[config.mk]
export PLATFORM = sky130hd
export DESIGN_NAME = ppdma_chan
export DESIGN_NICKNAME = d
export VERILOG_FILES = /design/src/rtl/ppdma_pkg.sv /design/src/rtl/ppdma_regs.sv /design/src/rtl/ppdma_ctx_unpack.sv /design/src/rtl/ppdma_engine.sv /design/src/rtl/ppdma_chan.sv
export SDC_FILE = /design/constraint.sdc
export NUM_CORES = 1
export LEC_CHECK = 0
export BUFFER_PORTS_ARGS = -buffer_cell sky130_fd_sc_hd__buf_2
export CAP_MARGIN = 0
export CORE_MARGIN = 5
export CORE_UTILIZATION = 35
export CTS_CLUSTER_DIAMETER = 150
export DETAILED_ROUTE_END_ITERATION = 6
export PLACE_DENSITY = 0.59
export SLEW_MARGIN = 20
export SYNTH_ARGS = -nofsm -noshare
export SYNTH_HDL_FRONTEND = slang
export SYNTH_SLANG_ARGS = --single-unit
[constraint.sdc]
create_clock -name clk -period 7 [get_ports clk]
set_input_delay 0.35 -clock clk [delete_from_list [all_inputs] [get_ports clk]]
set_output_delay 0.35 -clock clk [all_outputs]
set_load 0.01 [all_outputs]
[src/rtl/ppdma_pkg.sv]
package ppdma_pkg;

    localparam int REG_W = 64;

    // control word bit positions
    localparam int CTL_DIR_BIT    = 0;
    localparam int CTL_EN_BIT     = 1;
    localparam int CTL_RST_BIT    = 2;
    localparam int CTL_VALB_BIT   = 3;
    localparam int CTL_VALA_BIT   = 4;

    // context word layout
    localparam int CTX_LEN_LSB    = 32;
    localparam int CTX_LAST_BIT   = 63;

    // diagnostic word layout
    localparam int DIAG_SEL_BIT   = 0;
    localparam int DIAG_BUSY_BIT  = 1;
    localparam int DIAG_CNT_LSB   = 2;

    // register addresses
    localparam logic [1:0] ADR_CTL  = 2'd0;
    localparam logic [1:0] ADR_CTXA = 2'd1;
    localparam logic [1:0] ADR_CTXB = 2'd2;
    localparam logic [1:0] ADR_DIAG = 2'd3;

    typedef enum logic [1:0] {
        ST_IDLE = 2'd0,
        ST_MEM  = 2'd1,
        ST_DEV  = 2'd2,
        ST_TC   = 2'd3
    } eng_state_e;

endpackage

[src/rtl/ppdma_regs.sv]
module ppdma_regs
    import ppdma_pkg::*;
#(
    parameter int ADDR_W = 32,
    parameter int LEN_W  = 12
) (
    input  logic                   clk,
    input  logic                   rst_n,
    input  logic                   reg_we,
    input  logic [1:0]             reg_addr,
    input  logic [REG_W-1:0]       reg_wdata,
    output logic [REG_W-1:0]       reg_rdata,
    input  logic [REG_W-1:0]       diag_word,
    input  logic [1:0]             clr_valid,
    output logic                   ctl_dir,
    output logic                   ctl_en,
    output logic                   ctl_rst,
    output logic [1:0]             ctx_valid,
    output logic [1:0][REG_W-1:0]  ctx_words
);

    localparam logic [REG_W-1:0] BASE_MASK = (REG_W'(1) << ADDR_W) - REG_W'(1);
    localparam logic [REG_W-1:0] LEN_MASK  = ((REG_W'(1) << LEN_W) - REG_W'(1)) << CTX_LEN_LSB;
    localparam logic [REG_W-1:0] LAST_MASK = REG_W'(1) << CTX_LAST_BIT;
    localparam logic [REG_W-1:0] CTX_MASK  = BASE_MASK | LEN_MASK | LAST_MASK;

    typedef struct packed {
        logic                   dir;
        logic                   en;
        logic                   rst;
        logic [1:0]             valid;   // [0] = A, [1] = B
        logic [1:0][REG_W-1:0]  ctx;     // [0] = A, [1] = B
    } regs_t;

    regs_t q, d;

    always_comb begin
        d = q;
        if (reg_we) begin
            unique case (reg_addr)
                ADR_CTL: begin
                    d.dir      = reg_wdata[CTL_DIR_BIT];
                    d.en       = reg_wdata[CTL_EN_BIT];
                    d.rst      = reg_wdata[CTL_RST_BIT];
                    d.valid[0] = reg_wdata[CTL_VALA_BIT];
                    d.valid[1] = reg_wdata[CTL_VALB_BIT];
                end
                ADR_CTXA: d.ctx[0] = reg_wdata & CTX_MASK;
                ADR_CTXB: d.ctx[1] = reg_wdata & CTX_MASK;
                default: ;
            endcase
        end
        // completion clears win over a simultaneous software write
        d.valid = d.valid & ~clr_valid;
        if (q.rst) begin
            d.valid = '0;
        end
    end

    always_ff @(posedge clk) begin
        if (!rst_n) begin
            q <= '0;
        end else begin
            q <= d;
        end
    end

    always_comb begin
        reg_rdata = '0;
        unique case (reg_addr)
            ADR_CTL: begin
                reg_rdata[CTL_DIR_BIT]  = q.dir;
                reg_rdata[CTL_EN_BIT]   = q.en;
                reg_rdata[CTL_RST_BIT]  = q.rst;
                reg_rdata[CTL_VALA_BIT] = q.valid[0];
                reg_rdata[CTL_VALB_BIT] = q.valid[1];
            end
            ADR_CTXA: reg_rdata = q.ctx[0];
            ADR_CTXB: reg_rdata = q.ctx[1];
            default:  reg_rdata = diag_word;
        endcase
    end

    assign ctl_dir   = q.dir;
    assign ctl_en    = q.en;
    assign ctl_rst   = q.rst;
    assign ctx_valid = q.valid;
    assign ctx_words = q.ctx;

endmodule

[src/rtl/ppdma_ctx_unpack.sv]
module ppdma_ctx_unpack
    import ppdma_pkg::*;
#(
    parameter int ADDR_W  = 32,
    parameter int LEN_W   = 12,
    parameter int ALIGN_W = 6
) (
    input  logic [REG_W-1:0]   word,
    input  logic               to_mem,
    output logic [ADDR_W-1:0]  base,
    output logic [LEN_W-1:0]   len,
    output logic               last
);

    logic [ADDR_W-1:0] raw_base;
    logic              unused_bits;

    assign raw_base    = word[ADDR_W-1:0];
    assign len         = word[CTX_LEN_LSB +: LEN_W];
    assign last        = word[CTX_LAST_BIT];
    assign unused_bits = ^word;

    // device-to-memory buffers start on an aligned boundary
    assign base = to_mem ? {raw_base[ADDR_W-1:ALIGN_W], {ALIGN_W{1'b0}}} : raw_base;

endmodule

[src/rtl/ppdma_engine.sv]
module ppdma_engine
    import ppdma_pkg::*;
#(
    parameter int ADDR_W  = 32,
    parameter int LEN_W   = 12,
    parameter int PAGE_W  = 12,
    parameter int ALIGN_W = 6
) (
    input  logic                   clk,
    input  logic                   rst_n,
    input  logic                   soft_rst,
    input  logic                   en,
    input  logic                   dir,
    input  logic [1:0]             ctx_valid,
    input  logic [1:0][REG_W-1:0]  ctx_words,
    output logic [1:0]             clr_valid,
    output logic                   cur_sel,
    output logic                   busy,
    output logic [LEN_W-1:0]       remain,
    output logic                   mem_req,
    output logic                   mem_we,
    output logic [ADDR_W-1:0]      mem_addr,
    output logic [7:0]             mem_wdata,
    input  logic                   mem_ack,
    input  logic [7:0]             mem_rdata,
    output logic                   dev_out_valid,
    output logic [7:0]             dev_out_data,
    input  logic                   dev_out_ready,
    input  logic                   dev_in_valid,
    input  logic [7:0]             dev_in_data,
    output logic                   dev_in_ready,
    output logic                   dev_tc
);

    localparam logic [ADDR_W-1:0] ADDR_ONE = ADDR_W'(1);
    localparam logic [LEN_W-1:0]  LEN_ONE  = LEN_W'(1);

    typedef struct packed {
        eng_state_e         state;
        logic               cur;
        logic               dir;
        logic               last;
        logic [ADDR_W-1:0]  addr;
        logic [LEN_W-1:0]   cnt;
        logic [7:0]         data;
    } eng_t;

    eng_t q, d;

    logic [1:0][ADDR_W-1:0] un_base;
    logic [1:0][LEN_W-1:0]  un_len;
    logic [1:0]             un_last;

    genvar g;
    generate
        for (g = 0; g < 2; g++) begin : g_ctx
            ppdma_ctx_unpack #(
                .ADDR_W  (ADDR_W),
                .LEN_W   (LEN_W),
                .ALIGN_W (ALIGN_W)
            ) u_unpack (
                .word   (ctx_words[g]),
                .to_mem (dir),
                .base   (un_base[g]),
                .len    (un_len[g]),
                .last   (un_last[g])
            );
        end
    endgenerate

    // choice of context when idle: current one first, then the other
    logic pick_hit;
    logic pick_sel;

    always_comb begin
        pick_hit = 1'b0;
        pick_sel = q.cur;
        if (ctx_valid[q.cur]) begin
            pick_hit = 1'b1;
        end else if (ctx_valid[~q.cur]) begin
            pick_hit = 1'b1;
            pick_sel = ~q.cur;
        end
    end

    logic byte_done;
    logic page_end;

    assign page_end = &q.addr[PAGE_W-1:0];

    always_comb begin
        d             = q;
        byte_done     = 1'b0;
        clr_valid     = '0;
        mem_req       = 1'b0;
        mem_we        = 1'b0;
        dev_out_valid = 1'b0;
        dev_in_ready  = 1'b0;
        dev_tc        = 1'b0;

        unique case (q.state)
            ST_IDLE: begin
                if (en && pick_hit) begin
                    d.cur   = pick_sel;
                    d.dir   = dir;
                    d.addr  = un_base[pick_sel];
                    d.cnt   = un_len[pick_sel];
                    d.last  = un_last[pick_sel];
                    d.state = dir ? ST_DEV : ST_MEM;
                end
            end
            ST_MEM: begin
                mem_req = en;
                mem_we  = q.dir;
                if (en && mem_ack) begin
                    if (q.dir) begin
                        byte_done = 1'b1;
                    end else begin
                        d.data  = mem_rdata;
                        d.state = ST_DEV;
                    end
                end
            end
            ST_DEV: begin
                if (!q.dir) begin
                    dev_out_valid = en;
                    if (en && dev_out_ready) begin
                        byte_done = 1'b1;
                    end
                end else begin
                    dev_in_ready = en;
                    if (en && dev_in_valid) begin
                        d.data  = dev_in_data;
                        d.state = ST_MEM;
                    end
                end
            end
            ST_TC: begin
                if (en) begin
                    dev_tc  = 1'b1;
                    d.cur   = ~q.cur;
                    d.state = ST_IDLE;
                end
            end
            default: d.state = ST_IDLE;
        endcase

        if (byte_done) begin
            if ((q.cnt == '0) || page_end) begin
                clr_valid[q.cur] = 1'b1;
                if (q.last) begin
                    d.state = ST_TC;
                end else begin
                    d.cur   = ~q.cur;
                    d.state = ST_IDLE;
                end
            end else begin
                d.addr  = q.addr + ADDR_ONE;
                d.cnt   = q.cnt - LEN_ONE;
                d.state = q.dir ? ST_DEV : ST_MEM;
            end
        end

        if (soft_rst) begin
            d         = '0;
            d.state   = ST_IDLE;
            clr_valid = '0;
        end
    end

    always_ff @(posedge clk) begin
        if (!rst_n) begin
            q       <= '0;
            q.state <= ST_IDLE;
        end else begin
            q <= d;
        end
    end

    assign cur_sel      = q.cur;
    assign busy         = (q.state != ST_IDLE);
    assign remain       = q.cnt;
    assign mem_addr     = q.addr;
    assign mem_wdata    = q.data;
    assign dev_out_data = q.data;

endmodule

[src/rtl/ppdma_chan.sv]
module ppdma_chan
    import ppdma_pkg::*;
#(
    parameter int ADDR_W  = 32,
    parameter int LEN_W   = 12,
    parameter int PAGE_W  = 12,
    parameter int ALIGN_W = 6
) (
    input  logic               clk,
    input  logic               rst_n,
    input  logic               reg_we,
    input  logic [1:0]         reg_addr,
    input  logic [63:0]        reg_wdata,
    output logic [63:0]        reg_rdata,
    output logic               mem_req,
    output logic               mem_we,
    output logic [ADDR_W-1:0]  mem_addr,
    output logic [7:0]         mem_wdata,
    input  logic               mem_ack,
    input  logic [7:0]         mem_rdata,
    output logic               dev_out_valid,
    output logic [7:0]         dev_out_data,
    input  logic               dev_out_ready,
    input  logic               dev_in_valid,
    input  logic [7:0]         dev_in_data,
    output logic               dev_in_ready,
    output logic               dev_tc
);

    logic                   ctl_dir;
    logic                   ctl_en;
    logic                   ctl_rst;
    logic [1:0]             ctx_valid;
    logic [1:0][REG_W-1:0]  ctx_words;
    logic [1:0]             clr_valid;
    logic                   cur_sel;
    logic                   eng_busy;
    logic [LEN_W-1:0]       remain;
    logic [REG_W-1:0]       diag_word;

    always_comb begin
        diag_word                          = '0;
        diag_word[DIAG_SEL_BIT]            = cur_sel;
        diag_word[DIAG_BUSY_BIT]           = ctl_en && eng_busy;
        diag_word[DIAG_CNT_LSB +: LEN_W]   = remain;
    end

    ppdma_regs #(
        .ADDR_W (ADDR_W),
        .LEN_W  (LEN_W)
    ) u_regs (
        .clk        (clk),
        .rst_n      (rst_n),
        .reg_we     (reg_we),
        .reg_addr   (reg_addr),
        .reg_wdata  (reg_wdata),
        .reg_rdata  (reg_rdata),
        .diag_word  (diag_word),
        .clr_valid  (clr_valid),
        .ctl_dir    (ctl_dir),
        .ctl_en     (ctl_en),
        .ctl_rst    (ctl_rst),
        .ctx_valid  (ctx_valid),
        .ctx_words  (ctx_words)
    );

    ppdma_engine #(
        .ADDR_W  (ADDR_W),
        .LEN_W   (LEN_W),
        .PAGE_W  (PAGE_W),
        .ALIGN_W (ALIGN_W)
    ) u_engine (
        .clk           (clk),
        .rst_n         (rst_n),
        .soft_rst      (ctl_rst),
        .en            (ctl_en),
        .dir           (ctl_dir),
        .ctx_valid     (ctx_valid),
        .ctx_words     (ctx_words),
        .clr_valid     (clr_valid),
        .cur_sel       (cur_sel),
        .busy          (eng_busy),
        .remain        (remain),
        .mem_req       (mem_req),
        .mem_we        (mem_we),
        .mem_addr      (mem_addr),
        .mem_wdata     (mem_wdata),
        .mem_ack       (mem_ack),
        .mem_rdata     (mem_rdata),
        .dev_out_valid (dev_out_valid),
        .dev_out_data  (dev_out_data),
        .dev_out_ready (dev_out_ready),
        .dev_in_valid  (dev_in_valid),
        .dev_in_data   (dev_in_data),
        .dev_in_ready  (dev_in_ready),
        .dev_tc        (dev_tc)
    );

endmodule

==> out/qor.yml <==
outcome: "complete, no violations"
num_rows: 56
irDropWorstVdd_mv: 0.168
worst-path-stages: 8
die_h_um: 164
r2r_cells: 8
cts_tree: "built"
wl_per_cell_um: 17.7
synth-edff-count: 0
tns_ns: 0
ys_seq_area_frac: 0.366
dr_wl_met3_um: 1390
grt_pass1_wl_um: 38200
cpPeakStageDelay_ns: 0.78
drt_wl_total_um: 24900
end_kind: "register"
clockRootBuffer: "clkbuf_16"
hold_class: "primary input to register"
synthArstFlopShare: 0
slew_headroom: 0.339
detail_route.iter0.violations: 478
crit_start: "u_engine.q[55]$_SDFFE_PP0P_"
track_usage: 0.181
crit_fanout: 13
antenna_found_initial: 3
overflow: 0
p_leak_nw: 3.59
clk_pin_slew_ns: 0.07
die_x_um: 164
synth-main-ff-cell: "dfxtp_1"
place_hpwl_um: 17000
htree_levels: 4
critPathArrivalTime_ns: 3.56
cts_resized: 0
crit_top_cell: "nor2_1"
dr.max_layer_used: "met5"
fillers: 2424
rr_endpoint: "u_engine.mem_addr[19]$_SDFF_PP0_"
grt_pass1_vias: 6753
start_util: 0.354
io_pins: 205
yosys_warnings: 0
clockBufferDepth: 2
drcViolationCount: 0
io_buffers: 166
finalMaxSlewViolations: 0
firstDrtPassIters: 5
cts_buffers: 17
r2r_start: "u_engine.q[55]$_SDFFE_PP0P_"
rrSetupSlack_ns: 3.77
postLayoutCellArea_mm2: 0.00953
rsz0062_at_grt: "no"
fin_nets: 1164
path_cells: "inv_1, ha_1, and3b_1, o211ai_1, nor3_4, nor2_1, nor2_1, o221a_2"
cp_slowest_cell: "o211ai_1"
hold_depth: 3
setup_violations: 0
drive_above_1_share: 0.234
ys_ff_latch: 152
fin_skew_ns: 0.0155
start_kind: "register"
synth.distinct_cells: 69
cp.required_ns: 7.32
crit_family: "simple AND/OR/NAND/NOR gates"
grt_max_degree: 96
synthCells: 996
hold_buffers: 0
insertion_delay_ns: 0.43
worst_slew_pin_slew_ns: 0.987
power_density_mw_per_mm2: 208
cap_violations: 0
post-route-period-util: 0.462
wl_met1_um: 11700
critPathKind: "register to register"
via_per_inst: 5.14
final_cell_mix: "nand2_1 (206), buf_2 (166), dfxtp_1 (152)"
postRouteAntennaNets: 0
post_cts_buffers: 0
design.die.area_mm2: 0.0270
area_delta_synth_final_pct: 14.6
min_period_ns: 3.23
vias: 7209
core_mm2: 0.0235
max_freq_mhz: 309
synth_area_mm2: 0.00832
cts.sinks: 152
wl_met2_um: 11300
syn_avg_cell_area_um2: 8.35
gp_congestion: 0.826
placed_cell_area_mm2: 0.00892
crit_end: "u_engine.mem_addr[19]$_SDFF_PP0_"
final_common_cell: "nand2_1"
hold_viol_final: 0
critPathBufInv: 1
-- cells by family (layout without fill, tap and decap cells) --
group,Yosys count,after routing,share of synthesized area
simple gates,350,350,0.185
flops,152,152,0.366
compound gates,258,258,0.238
xor+xnor,2,2,0.00211
buf+inv,154,223,0.103
fa+ha+maj,7,7,0.0102
mux,72,72,0.0949
other cells,1,20,0.000451
-- through the flow --
step	power (mW)	hold slack, ns	utilization	cells	worst slack, ns
2_1_floorplan	1.01	0.451	-	1014	4.64
3_3_place_gp	1.07	0.465	0.380	1369	3.67
3_5_place_dp	1.07	0.472	0.380	1369	3.67
4_1_cts	2.00	0.173	0.405	1401	3.62
5_1_grt	2.06	0.182	0.406	1402	3.49
6_report	1.98	0.183	0.406	1403	3.77
-- worst min-delay path, cell delays in order --
cell and delay (ns):
buf_2 0.10, nand2_1 0.04, a21boi_0 0.06
-- state kept, by name, summed over array words and instances (netlist names) --
signal and cells:
u_engine.cur_sel 1, u_regs.ctl_en 1, u_engine.q 4, u_regs.ctl_rst 1, u_regs.ctx_words 90, u_engine.remain 12
u_regs.ctx_valid 2, u_engine.dev_out_data 8, u_regs.ctl_dir 1, u_engine.mem_addr 32
-- cell type report --
class | instances | area, µm² | area share
Antenna cell | 1 | 2.50 | 0.000263
Clock buffer | 18 | 429 | 0.0450
Clock inverter | 14 | 161 | 0.0169
Inverter | 13 | 48.8 | 0.00512
Multi-Input combinational cell | 708 | 4520 | 0.474
Sequential cell | 152 | 3040 | 0.319
Tap cell | 319 | 399 | 0.0419
Timing Repair Buffer | 178 | 928 | 0.0974
-- report_power, final --
group | total, mW | internal (mW) | switching [mW]
Clock | 0.934 | 0.535 | 0.400
Sequential | 0.898 | 0.883 | 0.0147
Combinational | 0.151 | 0.0569 | 0.0945
-- cell usage after synthesis, types with 5 or more instances --
cell      number  area share
and2_1        10      0.0075
buf_1          6      0.0027
a31oi_1       11      0.0083
mux2i_1       53       0.064
ha_1           6      0.0090
a21oi_1       29       0.017
buf_4         71       0.064
or3_1          5      0.0038
a21boi_0      90       0.081
nor2b_1        7      0.0053
o32a_1         8      0.0096
nand2_1      206       0.093
o21ai_0       18       0.011
mux2_2        15       0.020
nand3_1       13      0.0078
o211ai_1       6      0.0054
dfxtp_1      152        0.37
a211oi_2       9       0.014
nor2_1        54       0.024
inv_1         13      0.0059
nor3_1        17       0.010
nand4_1        7      0.0053
clkbuf_1      58       0.026
a22o_1        40       0.042
nor4_1         6      0.0045
a211oi_1      17       0.015
-- metal layers --
layer	global-route usage	vias to the layer above
met5	0	-
met4	0.0526	6
met3	0.0364	34
met2	0.278	205
met1	0.256	3371
li1	-	3593
-- how the worst min path moves through the flow --
stage	from	end	slack, ns
final	reg_wdata[26]	u_regs.ctx_words[26]$_SDFFE_PN0P_	0.18
after floorplan	u_regs.ctx_words[96]$_SDFFE_PN0P_	u_regs.ctx_words[96]$_SDFFE_PN0P_	0.45
after detailed placement	u_regs.ctx_words[29]$_SDFFE_PN0P_	u_regs.ctx_words[29]$_SDFFE_PN0P_	0.47
after global routing	reg_wdata[26]	u_regs.ctx_words[26]$_SDFFE_PN0P_	0.18
after global placement	u_regs.ctx_words[24]$_SDFFE_PN0P_	u_regs.ctx_words[24]$_SDFFE_PN0P_	0.47
after CTS	reg_wdata[26]	u_regs.ctx_words[26]$_SDFFE_PN0P_	0.17
Power figures use the tool's default switching activity.
